--- src/rtl/cmdiss_pkg.sv ---
package cmdiss_pkg;
    localparam int CW_W       = 32;
    localparam int CW_START   = 31;
    localparam int CW_UPDCLK  = 9;
    localparam int CW_WAIT    = 8;
    localparam int CW_WRITE   = 7;
    localparam int CW_DATA    = 6;

    localparam int STS_W      = 5;
    localparam int STS_DONE   = 0;
    localparam int STS_DOVER  = 1;
    localparam int STS_RTO    = 2;
    localparam int STS_DTO    = 3;
    localparam int STS_HLE    = 4;

    typedef enum logic [2:0] {
        ST_IDLE,
        ST_PEND,
        ST_CLKUPD,
        ST_RESP,
        ST_DATA
    } issue_state_e;
endpackage

--- src/rtl/cmdiss_timer.sv ---
module cmdiss_timer #(
    parameter int W = 8
) (
    input  logic         clk,
    input  logic         rst_n,
    input  logic         run,
    input  logic [W-1:0] limit,
    output logic         expired
);
    logic [W-1:0] cnt_q;

    assign expired = run && (cnt_q >= limit);

    always_ff @(posedge clk or negedge rst_n) begin
        if (!rst_n)        cnt_q <= '0;
        else if (!run)     cnt_q <= '0;
        else if (!expired) cnt_q <= cnt_q + 1'b1;
    end

    // the wait counter never wraps while a wait is running
    p_no_wrap_r6: assert property (@(posedge clk) disable iff (!rst_n)
        run |=> (cnt_q >= $past(cnt_q)));
endmodule

--- src/rtl/cmdiss_status.sv ---
module cmdiss_status #(
    parameter int N = 5
) (
    input  logic         clk,
    input  logic         rst_n,
    input  logic [N-1:0] set_vec,
    input  logic         clr_we,
    input  logic [N-1:0] clr_mask,
    output logic [N-1:0] raw
);
    logic [N-1:0] clr_eff;

    assign clr_eff = clr_we ? clr_mask : '0;

    always_ff @(posedge clk or negedge rst_n) begin
        if (!rst_n) raw <= '0;
        else        raw <= (raw & ~clr_eff) | set_vec;
    end

    for (genvar b = 0; b < N; b++) begin : g_chk
        // a set in the same cycle as a clear wins
        p_set_wins_r8: assert property (@(posedge clk) disable iff (!rst_n)
            set_vec[b] |=> raw[b]);
    end
endmodule

--- src/rtl/cmdiss_fsm.sv ---
module cmdiss_fsm
    import cmdiss_pkg::*;
(
    input  logic            clk,
    input  logic            rst_n,
    input  logic            cmd_we,
    input  logic [CW_W-1:0] cmd_wdata,
    input  logic            ctl_rst,
    input  logic            ciu_ready,
    input  logic            card_busy,
    input  logic            resp_seen,
    input  logic            data_seen,
    input  logic            rto_hit,
    input  logic            dto_hit,
    output logic [CW_W-1:0] cmd_q,
    output logic            start_bit,
    output logic            ciu_valid,
    output logic            resp_run,
    output logic            data_run,
    output logic            commit_clk,
    output logic            idle,
    output logic [STS_W-1:0] sts_set
);
    issue_state_e    state_q, state_d;
    logic [CW_W-1:0] cmd_d;
    logic            lock_hit;

    assign lock_hit = cmd_we && cmd_wdata[CW_START] && ((state_q != ST_IDLE) || ctl_rst);

    // state register
    always_ff @(posedge clk or negedge rst_n) begin
        if (!rst_n) begin
            state_q <= ST_IDLE;
            cmd_q   <= '0;
        end else begin
            state_q <= state_d;
            cmd_q   <= cmd_d;
        end
    end

    // next state and status events
    always_comb begin
        state_d    = state_q;
        cmd_d      = cmd_q;
        sts_set    = '0;
        commit_clk = 1'b0;
        if (ctl_rst) begin
            state_d = ST_IDLE;
        end else begin
            unique case (state_q)
                ST_IDLE: begin
                    if (cmd_we && cmd_wdata[CW_START]) begin
                        cmd_d   = cmd_wdata;
                        state_d = cmd_wdata[CW_UPDCLK] ? ST_CLKUPD : ST_PEND;
                    end
                end
                ST_PEND: begin
                    if (ciu_valid && ciu_ready) state_d = ST_RESP;
                end
                ST_CLKUPD: begin
                    commit_clk = 1'b1;
                    state_d    = ST_IDLE;
                end
                ST_RESP: begin
                    if (resp_seen) begin
                        sts_set[STS_DONE] = 1'b1;
                        state_d = cmd_q[CW_DATA] ? ST_DATA : ST_IDLE;
                    end else if (rto_hit) begin
                        sts_set[STS_DONE] = 1'b1;
                        sts_set[STS_RTO]  = 1'b1;
                        state_d = ST_IDLE;
                    end
                end
                ST_DATA: begin
                    if (data_seen) begin
                        sts_set[STS_DOVER] = 1'b1;
                        state_d = ST_IDLE;
                    end else if (dto_hit) begin
                        sts_set[STS_DTO] = 1'b1;
                        state_d = ST_IDLE;
                    end
                end
                default: state_d = ST_IDLE;
            endcase
        end
        if (lock_hit) sts_set[STS_HLE] = 1'b1;
    end

    // outputs
    always_comb begin
        start_bit = (state_q == ST_PEND) || (state_q == ST_CLKUPD);
        ciu_valid = (state_q == ST_PEND) && !ctl_rst &&
                    !(cmd_q[CW_WAIT] && card_busy);
        resp_run  = (state_q == ST_RESP);
        data_run  = (state_q == ST_DATA);
        idle      = (state_q == ST_IDLE);
    end

    // acceptance clears the start bit
    p_accept_clears_r2: assert property (@(posedge clk) disable iff (!rst_n)
        (ciu_valid && ciu_ready) |=> (!start_bit && !ciu_valid));
    // a clock update command holds the start bit for one cycle only
    p_upd_one_cycle_r3: assert property (@(posedge clk) disable iff (!rst_n)
        (start_bit && cmd_q[CW_UPDCLK]) |=> !start_bit);
    // a clock update command is never offered to the card side
    p_upd_never_valid_r3: assert property (@(posedge clk) disable iff (!rst_n)
        ciu_valid |-> !cmd_q[CW_UPDCLK]);
    // no offer while waiting for the card to go idle
    p_wait_hold_r5: assert property (@(posedge clk) disable iff (!rst_n)
        ciu_valid |-> !(cmd_q[CW_WAIT] && card_busy));
endmodule

--- src/rtl/cmd_issue_unit.sv ---
module cmd_issue_unit
    import cmdiss_pkg::*;
#(
    parameter int ARG_W      = 32,
    parameter int CLK_CFG_W  = 16,
    parameter int RESP_TMO_W = 8,
    parameter int DATA_TMO_W = 24
) (
    input  logic                  clk,
    input  logic                  rst_n,
    input  logic                  arg_we,
    input  logic [ARG_W-1:0]      arg_wdata,
    input  logic                  cmd_we,
    input  logic [31:0]           cmd_wdata,
    input  logic                  sts_clr_we,
    input  logic [4:0]            sts_clr_mask,
    input  logic                  ctl_rst_we,
    input  logic [CLK_CFG_W-1:0]  clk_cfg_pend,
    input  logic [RESP_TMO_W-1:0] resp_tmo,
    input  logic [DATA_TMO_W-1:0] data_tmo,
    input  logic                  ciu_ready,
    input  logic                  card_busy,
    input  logic                  resp_seen,
    input  logic                  data_seen,
    output logic                  ciu_valid,
    output logic [31:0]           ciu_cmd,
    output logic [ARG_W-1:0]      ciu_arg,
    output logic                  start_bit,
    output logic                  ctl_rst_bit,
    output logic [CLK_CFG_W-1:0]  clk_cfg_active,
    output logic [4:0]            raw_status
);
    logic             resp_run, data_run, rto_hit, dto_hit;
    logic             commit_clk, idle;
    logic [STS_W-1:0] sts_set;

    always_ff @(posedge clk or negedge rst_n) begin
        if (!rst_n) begin
            ciu_arg        <= '0;
            ctl_rst_bit    <= 1'b0;
            clk_cfg_active <= '0;
        end else begin
            if (arg_we && idle && !ctl_rst_bit) ciu_arg <= arg_wdata;
            if (ctl_rst_bit)     ctl_rst_bit <= 1'b0;
            else if (ctl_rst_we) ctl_rst_bit <= 1'b1;
            if (commit_clk) clk_cfg_active <= clk_cfg_pend;
        end
    end

    cmdiss_fsm u_fsm (
        .clk        (clk),
        .rst_n      (rst_n),
        .cmd_we     (cmd_we),
        .cmd_wdata  (cmd_wdata),
        .ctl_rst    (ctl_rst_bit),
        .ciu_ready  (ciu_ready),
        .card_busy  (card_busy),
        .resp_seen  (resp_seen),
        .data_seen  (data_seen),
        .rto_hit    (rto_hit),
        .dto_hit    (dto_hit),
        .cmd_q      (ciu_cmd),
        .start_bit  (start_bit),
        .ciu_valid  (ciu_valid),
        .resp_run   (resp_run),
        .data_run   (data_run),
        .commit_clk (commit_clk),
        .idle       (idle),
        .sts_set    (sts_set)
    );

    cmdiss_timer #(.W(RESP_TMO_W)) u_resp_timer (
        .clk     (clk),
        .rst_n   (rst_n),
        .run     (resp_run && !ctl_rst_bit),
        .limit   (resp_tmo),
        .expired (rto_hit)
    );

    cmdiss_timer #(.W(DATA_TMO_W)) u_data_timer (
        .clk     (clk),
        .rst_n   (rst_n),
        .run     (data_run && !ctl_rst_bit),
        .limit   (data_tmo),
        .expired (dto_hit)
    );

    cmdiss_status #(.N(STS_W)) u_status (
        .clk      (clk),
        .rst_n    (rst_n),
        .set_vec  (sts_set),
        .clr_we   (sts_clr_we),
        .clr_mask (sts_clr_mask),
        .raw      (raw_status)
    );

    // a premature start write flags the lock error and is dropped
    p_lock_flag_r4: assert property (@(posedge clk) disable iff (!rst_n)
        (cmd_we && cmd_wdata[CW_START] && (!idle || ctl_rst_bit))
        |=> (raw_status[STS_HLE] && ciu_cmd == $past(ciu_cmd)));
    // the controller-reset bit clears itself and drops the command
    p_rst_pulse_r9: assert property (@(posedge clk) disable iff (!rst_n)
        ctl_rst_bit |=> (!ctl_rst_bit && !start_bit));
    // argument is frozen while busy
    p_arg_hold_r10: assert property (@(posedge clk) disable iff (!rst_n)
        (!idle || ctl_rst_bit) |=> $stable(ciu_arg));
endmodule

--- config.mk ---
export PLATFORM = sky130hd
export DESIGN_NAME = cmd_issue_unit
export DESIGN_NICKNAME = d
export VERILOG_FILES = /design/src/rtl/cmdiss_pkg.sv /design/src/rtl/cmdiss_timer.sv /design/src/rtl/cmdiss_status.sv /design/src/rtl/cmdiss_fsm.sv /design/src/rtl/cmd_issue_unit.sv
export SDC_FILE = /design/constraint.sdc
export NUM_CORES = 1
export LEC_CHECK = 0
export BUFFER_PORTS_ARGS = -buffer_cell sky130_fd_sc_hd__buf_2
export CAP_MARGIN = 30
export CORE_MARGIN = 5
export CORE_UTILIZATION = 55
export DETAILED_ROUTE_END_ITERATION = 8
export PLACE_DENSITY = 0.86
export SYNTH_ARGS = -nofsm -noshare
export SYNTH_HDL_FRONTEND = slang
export SYNTH_HIERARCHICAL = 1
export SYNTH_SLANG_ARGS = --single-unit
--- constraint.sdc ---
create_clock -name clk -period 5.2 [get_ports clk]
set_input_delay 1.3 -clock clk [delete_from_list [all_inputs] [get_ports clk]]
set_output_delay 1.3 -clock clk [all_outputs]
set_load 0.05 [all_outputs]
==> run_summary.xml <==
<?xml version="1.0" encoding="UTF-8"?>
<metrics>
  <group name="routing">
    <metric name="postRouteWirelength" unit="mm">15.4</metric>
    <metric name="detail_route.iter0.violations" unit="">142</metric>
    <metric name="ant_nets" unit="">0</metric>
    <metric name="viasPerCell" unit="">5.29</metric>
    <metric name="detail_route.drc_violations" unit="">0</metric>
    <metric name="drt_pass1_iterations" unit="">6</metric>
    <metric name="routed_wire_length_per_instance" unit="um">17.1</metric>
    <metric name="vias" unit="">4776</metric>
  </group>
  <group name="die">
    <metric name="row_count" unit="">39</metric>
    <metric name="core" unit="um2">11400</metric>
    <metric name="num_io_pins" unit="">215</metric>
    <metric name="die_area" unit="um2">13800</metric>
    <metric name="die_x" unit="um">118</metric>
    <metric name="initial_core_utilization" unit="">0.560</metric>
    <metric name="die_h" unit="um">118</metric>
  </group>
  <group name="logic_synthesis">
    <metric name="largest_family_of_logic_cells_by_synthesized_area" unit="">multiplexers</metric>
    <metric name="synthDistinctLibCells" unit="">59</metric>
    <metric name="synth-simple-area-share" unit="">0.138</metric>
    <metric name="synth-xor-area-share" unit="">0.0179</metric>
    <metric name="syn_area" unit="um2">6370</metric>
    <metric name="muxShareOfSynthArea" unit="">0.187</metric>
    <metric name="post_synth_main_area_contributors" unit="">sky130_fd_sc_hd__dfrtp_1 (48%), sky130_fd_sc_hd__mux2_4 (14%), sky130_fd_sc_hd__ha_1 (6.7%)</metric>
    <metric name="synth.avg_cell_area" unit="um2">12.0</metric>
    <metric name="yosys-top-cells-count" unit="">sky130_fd_sc_hd__dfrtp_1 (121), sky130_fd_sc_hd__mux2_4 (59), sky130_fd_sc_hd__inv_1 (39), sky130_fd_sc_hd__nand2_1 (39), sky130_fd_sc_hd__ha_1 (34)</metric>
    <metric name="synth_nets" unit="">690</metric>
    <metric name="ys_dominant_reg_cell" unit="">sky130_fd_sc_hd__dfrtp_1</metric>
    <metric name="count_of_yosys_warnings_during_synthesis" unit="">6</metric>
    <metric name="synth_top_cell_by_area" unit="">sky130_fd_sc_hd__dfrtp_1</metric>
    <metric name="synth_sequential_area_ratio" unit="">0.475</metric>
    <metric name="most_instantiated_library_cell_after_synthesis" unit="">sky130_fd_sc_hd__dfrtp_1</metric>
    <metric name="synth_compound_area_frac" unit="">0.0617</metric>
    <metric name="synth_enable_flop_cells" unit="">0</metric>
    <metric name="post_synth_fa_ha_maj_area_fraction" unit="">0.0668</metric>
    <metric name="netlist.area_leader.share" unit="">0.475</metric>
    <metric name="postSynth.asyncResetShare" unit="">1.00</metric>
    <metric name="netlist_instances" unit="">529</metric>
    <metric name="synth_seq_cells" unit="">121</metric>
  </group>
  <group name="sta">
    <metric name="setup_viol" unit="">0</metric>
    <metric name="layout_worst_path_cycle_share" unit="">0.626</metric>
    <metric name="final_period_minus_worst_setup_slack" unit="ns">3.25</metric>
    <metric name="max_clock_freq" unit="GHz">0.307</metric>
    <metric name="post_route_skew" unit="ns">0.00833</metric>
    <metric name="slew_headroom" unit="">0.477</metric>
    <metric name="hold_viol_final" unit="">0</metric>
    <metric name="fin_setup_tns" unit="ns">0</metric>
    <metric name="setup_repair_after_global_routing_missed_its_margin" unit="">false</metric>
    <metric name="worst-slew-pin-transition" unit="ns">0.782</metric>
    <metric name="finalMaxSlewViolations" unit="">0</metric>
  </group>
  <group name="power_and_ir_drop">
    <metric name="peakVddDrop" unit="uV">453</metric>
    <metric name="leakage" unit="nW">4.24</metric>
    <metric name="power.density" unit="nW/um2">478</metric>
    <metric name="p_total" unit="mW">3.88</metric>
  </group>
  <group name="clock_tree">
    <metric name="cts_buffers" unit="">17</metric>
    <metric name="clk_pin_slew" unit="ns">0.05</metric>
    <metric name="cts-root-buf" unit="">sky130_fd_sc_hd__clkbuf_16</metric>
    <metric name="post-cts-setup-buffers" unit="">0</metric>
    <metric name="clkSinkCount" unit="">121</metric>
    <metric name="clock_path_buffers" unit="">2</metric>
    <metric name="postCtsResizedCells" unit="">0</metric>
    <metric name="cts_tree" unit="">yes</metric>
    <metric name="htree_levels" unit="">4</metric>
    <metric name="insertion_delay_to_the_later_sink_of_the_worst_skew_pair" unit="ns">0.40</metric>
    <metric name="post_cts_hold_buffer_count" unit="">0</metric>
  </group>
  <group name="placement">
    <metric name="hpwlAfterDp" unit="mm">11.8</metric>
    <metric name="port_buffers" unit="">214</metric>
    <metric name="gp_routability_congestion" unit="">0.862</metric>
    <metric name="dpl.cell_count" unit="">870</metric>
  </group>
  <group name="worst_setup_path">
    <metric name="path_class" unit="">primary input to output port</metric>
    <metric name="cp-end-kind" unit="">output port</metric>
    <metric name="cp.arrival" unit="ns">1.95</metric>
    <metric name="critical_path.cell_chain" unit="">buf_2 -&gt; nand2_1 -&gt; nand2_1 -&gt; nor2_1 -&gt; buf_2</metric>
    <metric name="cp_max_fo" unit="">2</metric>
    <metric name="critical_path_max_stage_delay" unit="ns">0.27</metric>
    <metric name="timing.reg2reg.worst_path_depth" unit="">9</metric>
    <metric name="worst_ep_required_time" unit="ns">3.90</metric>
    <metric name="timing.reg2reg.setup_slack" unit="ns">2.61</metric>
    <metric name="critical-path-top-delay-family" unit="">buffers and inverters</metric>
    <metric name="startpoint_type" unit="">primary input</metric>
    <metric name="worst-path-buf-inv" unit="">2</metric>
    <metric name="cpMaxStageDelayCell" unit="">sky130_fd_sc_hd__buf_2</metric>
    <metric name="critical_path_cell_count" unit="">5</metric>
  </group>
  <group name="finish">
    <metric name="layoutNonFillerInstCount" unit="">902</metric>
    <metric name="antenna_cells" unit="">0</metric>
    <metric name="area.growth.synth_to_final" unit="%">27.3</metric>
    <metric name="multi_input_area" unit="um2">3010</metric>
    <metric name="final_core_utilization" unit="">0.713</metric>
    <metric name="num-nets-final" unit="">908</metric>
    <metric name="num-fill-cells" unit="">811</metric>
    <metric name="drive_gt1_frac" unit="">0.461</metric>
    <metric name="final-seq-area" unit="um2">3030</metric>
  </group>
  <group name="global_routing">
    <metric name="grtUsageTotal" unit="">0.221</metric>
    <metric name="grt-ovfl-total" unit="">0</metric>
    <metric name="grt_max_degree" unit="">50</metric>
    <metric name="via_count_of_the_first_global_routing_pass" unit="">5122</metric>
    <metric name="grt_first_pass_wirelength" unit="mm">25.2</metric>
    <metric name="initial_antenna_violation_count" unit="">0</metric>
  </group>
  <group name="run_status">
    <metric name="status" unit="">complete, no violations</metric>
  </group>
  <group name="min_path">
    <metric name="timing.hold.worst.class" unit="">flip-flop to flip-flop</metric>
    <metric name="holdPathStages" unit="">1</metric>
  </group>
  <group name="flow_run">
    <metric name="count_of_maximum_capacitance_violations" unit="">0</metric>
  </group>
</metrics>
## cell families after synthesis
| family | Yosys count |
|---|---|
| multiplexers | 87 |
| AO/OA/AOI/OAI | 55 |
| flip-flops | 121 |
| AND/OR/NAND/NOR | 159 |
| buffers and inverters | 60 |
| XOR/XNOR | 13 |
| adder cells (fa/ha/maj) | 34 |
## power breakdown
part           internal [mW]  switching (mW)
clock network          0.804           0.428
logic                  0.421           0.959
registers               1.14           0.124
## path summary, 6_finish.rpt
path	startpoint	endpoint
max reg2reg	u_data_timer/cnt_q[0]	u_data_timer/cnt_q[23]
min reg2reg	u_fsm/cmd_q[31]	u_fsm/cmd_q[31]
min	u_fsm/cmd_q[31]	u_fsm/cmd_q[31]
max	card_busy	ciu_valid
max in group asynchronous	rst_n	u_fsm/cmd_q[10]
min in group asynchronous	rst_n	u_data_timer/cnt_q[6]
## layout by cell type (no fill, tap or decap), types with 5 or more instances in the layout
cell	synthesis	final
sky130_fd_sc_hd__nand3_1	14	14
sky130_fd_sc_hd__nor3_1	5	5
sky130_fd_sc_hd__and3_1	14	13
sky130_fd_sc_hd__nand2b_1	9	9
sky130_fd_sc_hd__dfrtp_1	121	121
sky130_fd_sc_hd__nor2_1	32	32
sky130_fd_sc_hd__xnor2_1	9	9
sky130_fd_sc_hd__mux2_4	59	59
sky130_fd_sc_hd__a21oi_1	19	19
sky130_fd_sc_hd__inv_1	39	39
sky130_fd_sc_hd__o21ai_1	6	6
sky130_fd_sc_hd__mux2_2	20	20
sky130_fd_sc_hd__mux2i_1	8	8
sky130_fd_sc_hd__nand4_1	10	10
sky130_fd_sc_hd__o21ai_0	6	6
sky130_fd_sc_hd__buf_2	2	213
sky130_fd_sc_hd__ha_1	34	34
sky130_fd_sc_hd__nand2_1	39	39
sky130_fd_sc_hd__clkbuf_16	0	17
sky130_fd_sc_hd__a21o_1	6	6
sky130_fd_sc_hd__or3_1	6	6
## registers in the layout, summed over array words and instances, names as in the netlist
signal and cells:
ctl_rst_bit 1, clk_cfg_active 16, ciu_arg 32, u_fsm/state_q 3, u_resp_timer/cnt_q 8, u_status/raw 5
u_fsm/cmd_q 32, u_data_timer/cnt_q 24
## layer usage
metal  routed length, um  vias to the layer above  GRT usage  part of all wire
met2                7810                      185      0.382              0.51
met4                 127                        0     0.0530            0.0082
met5                   0                        -          0                 0
met3                1290                       13     0.0812             0.083
li1                    -                     2281          -                 -
met1                6210                     2297      0.261              0.40
## final cells by class
type	count	share of cell area
flip-flops and latches	121	0.373
multi-input cells	348	0.371
repair buffers	218	0.138
clock buffers	17	0.0525
clock inverters	14	0.0244
well taps	143	0.0221
inverters	41	0.0190
## through the flow
step / cell area, um2 / worst slack [ns] / hold WS, ns
final: 8110 / 1.95 / 0.481
after global routing: 8110 / 1.90 / 0.497
after CTS: 8090 / 1.94 / 0.481
after detailed placement: 7460 / 1.63 / 0.467
after global placement: 7460 / 1.73 / 0.450
after floorplan: 6370 / 1.84 / 0.520
No activity file was read; power rests on OpenSTA's default activity.
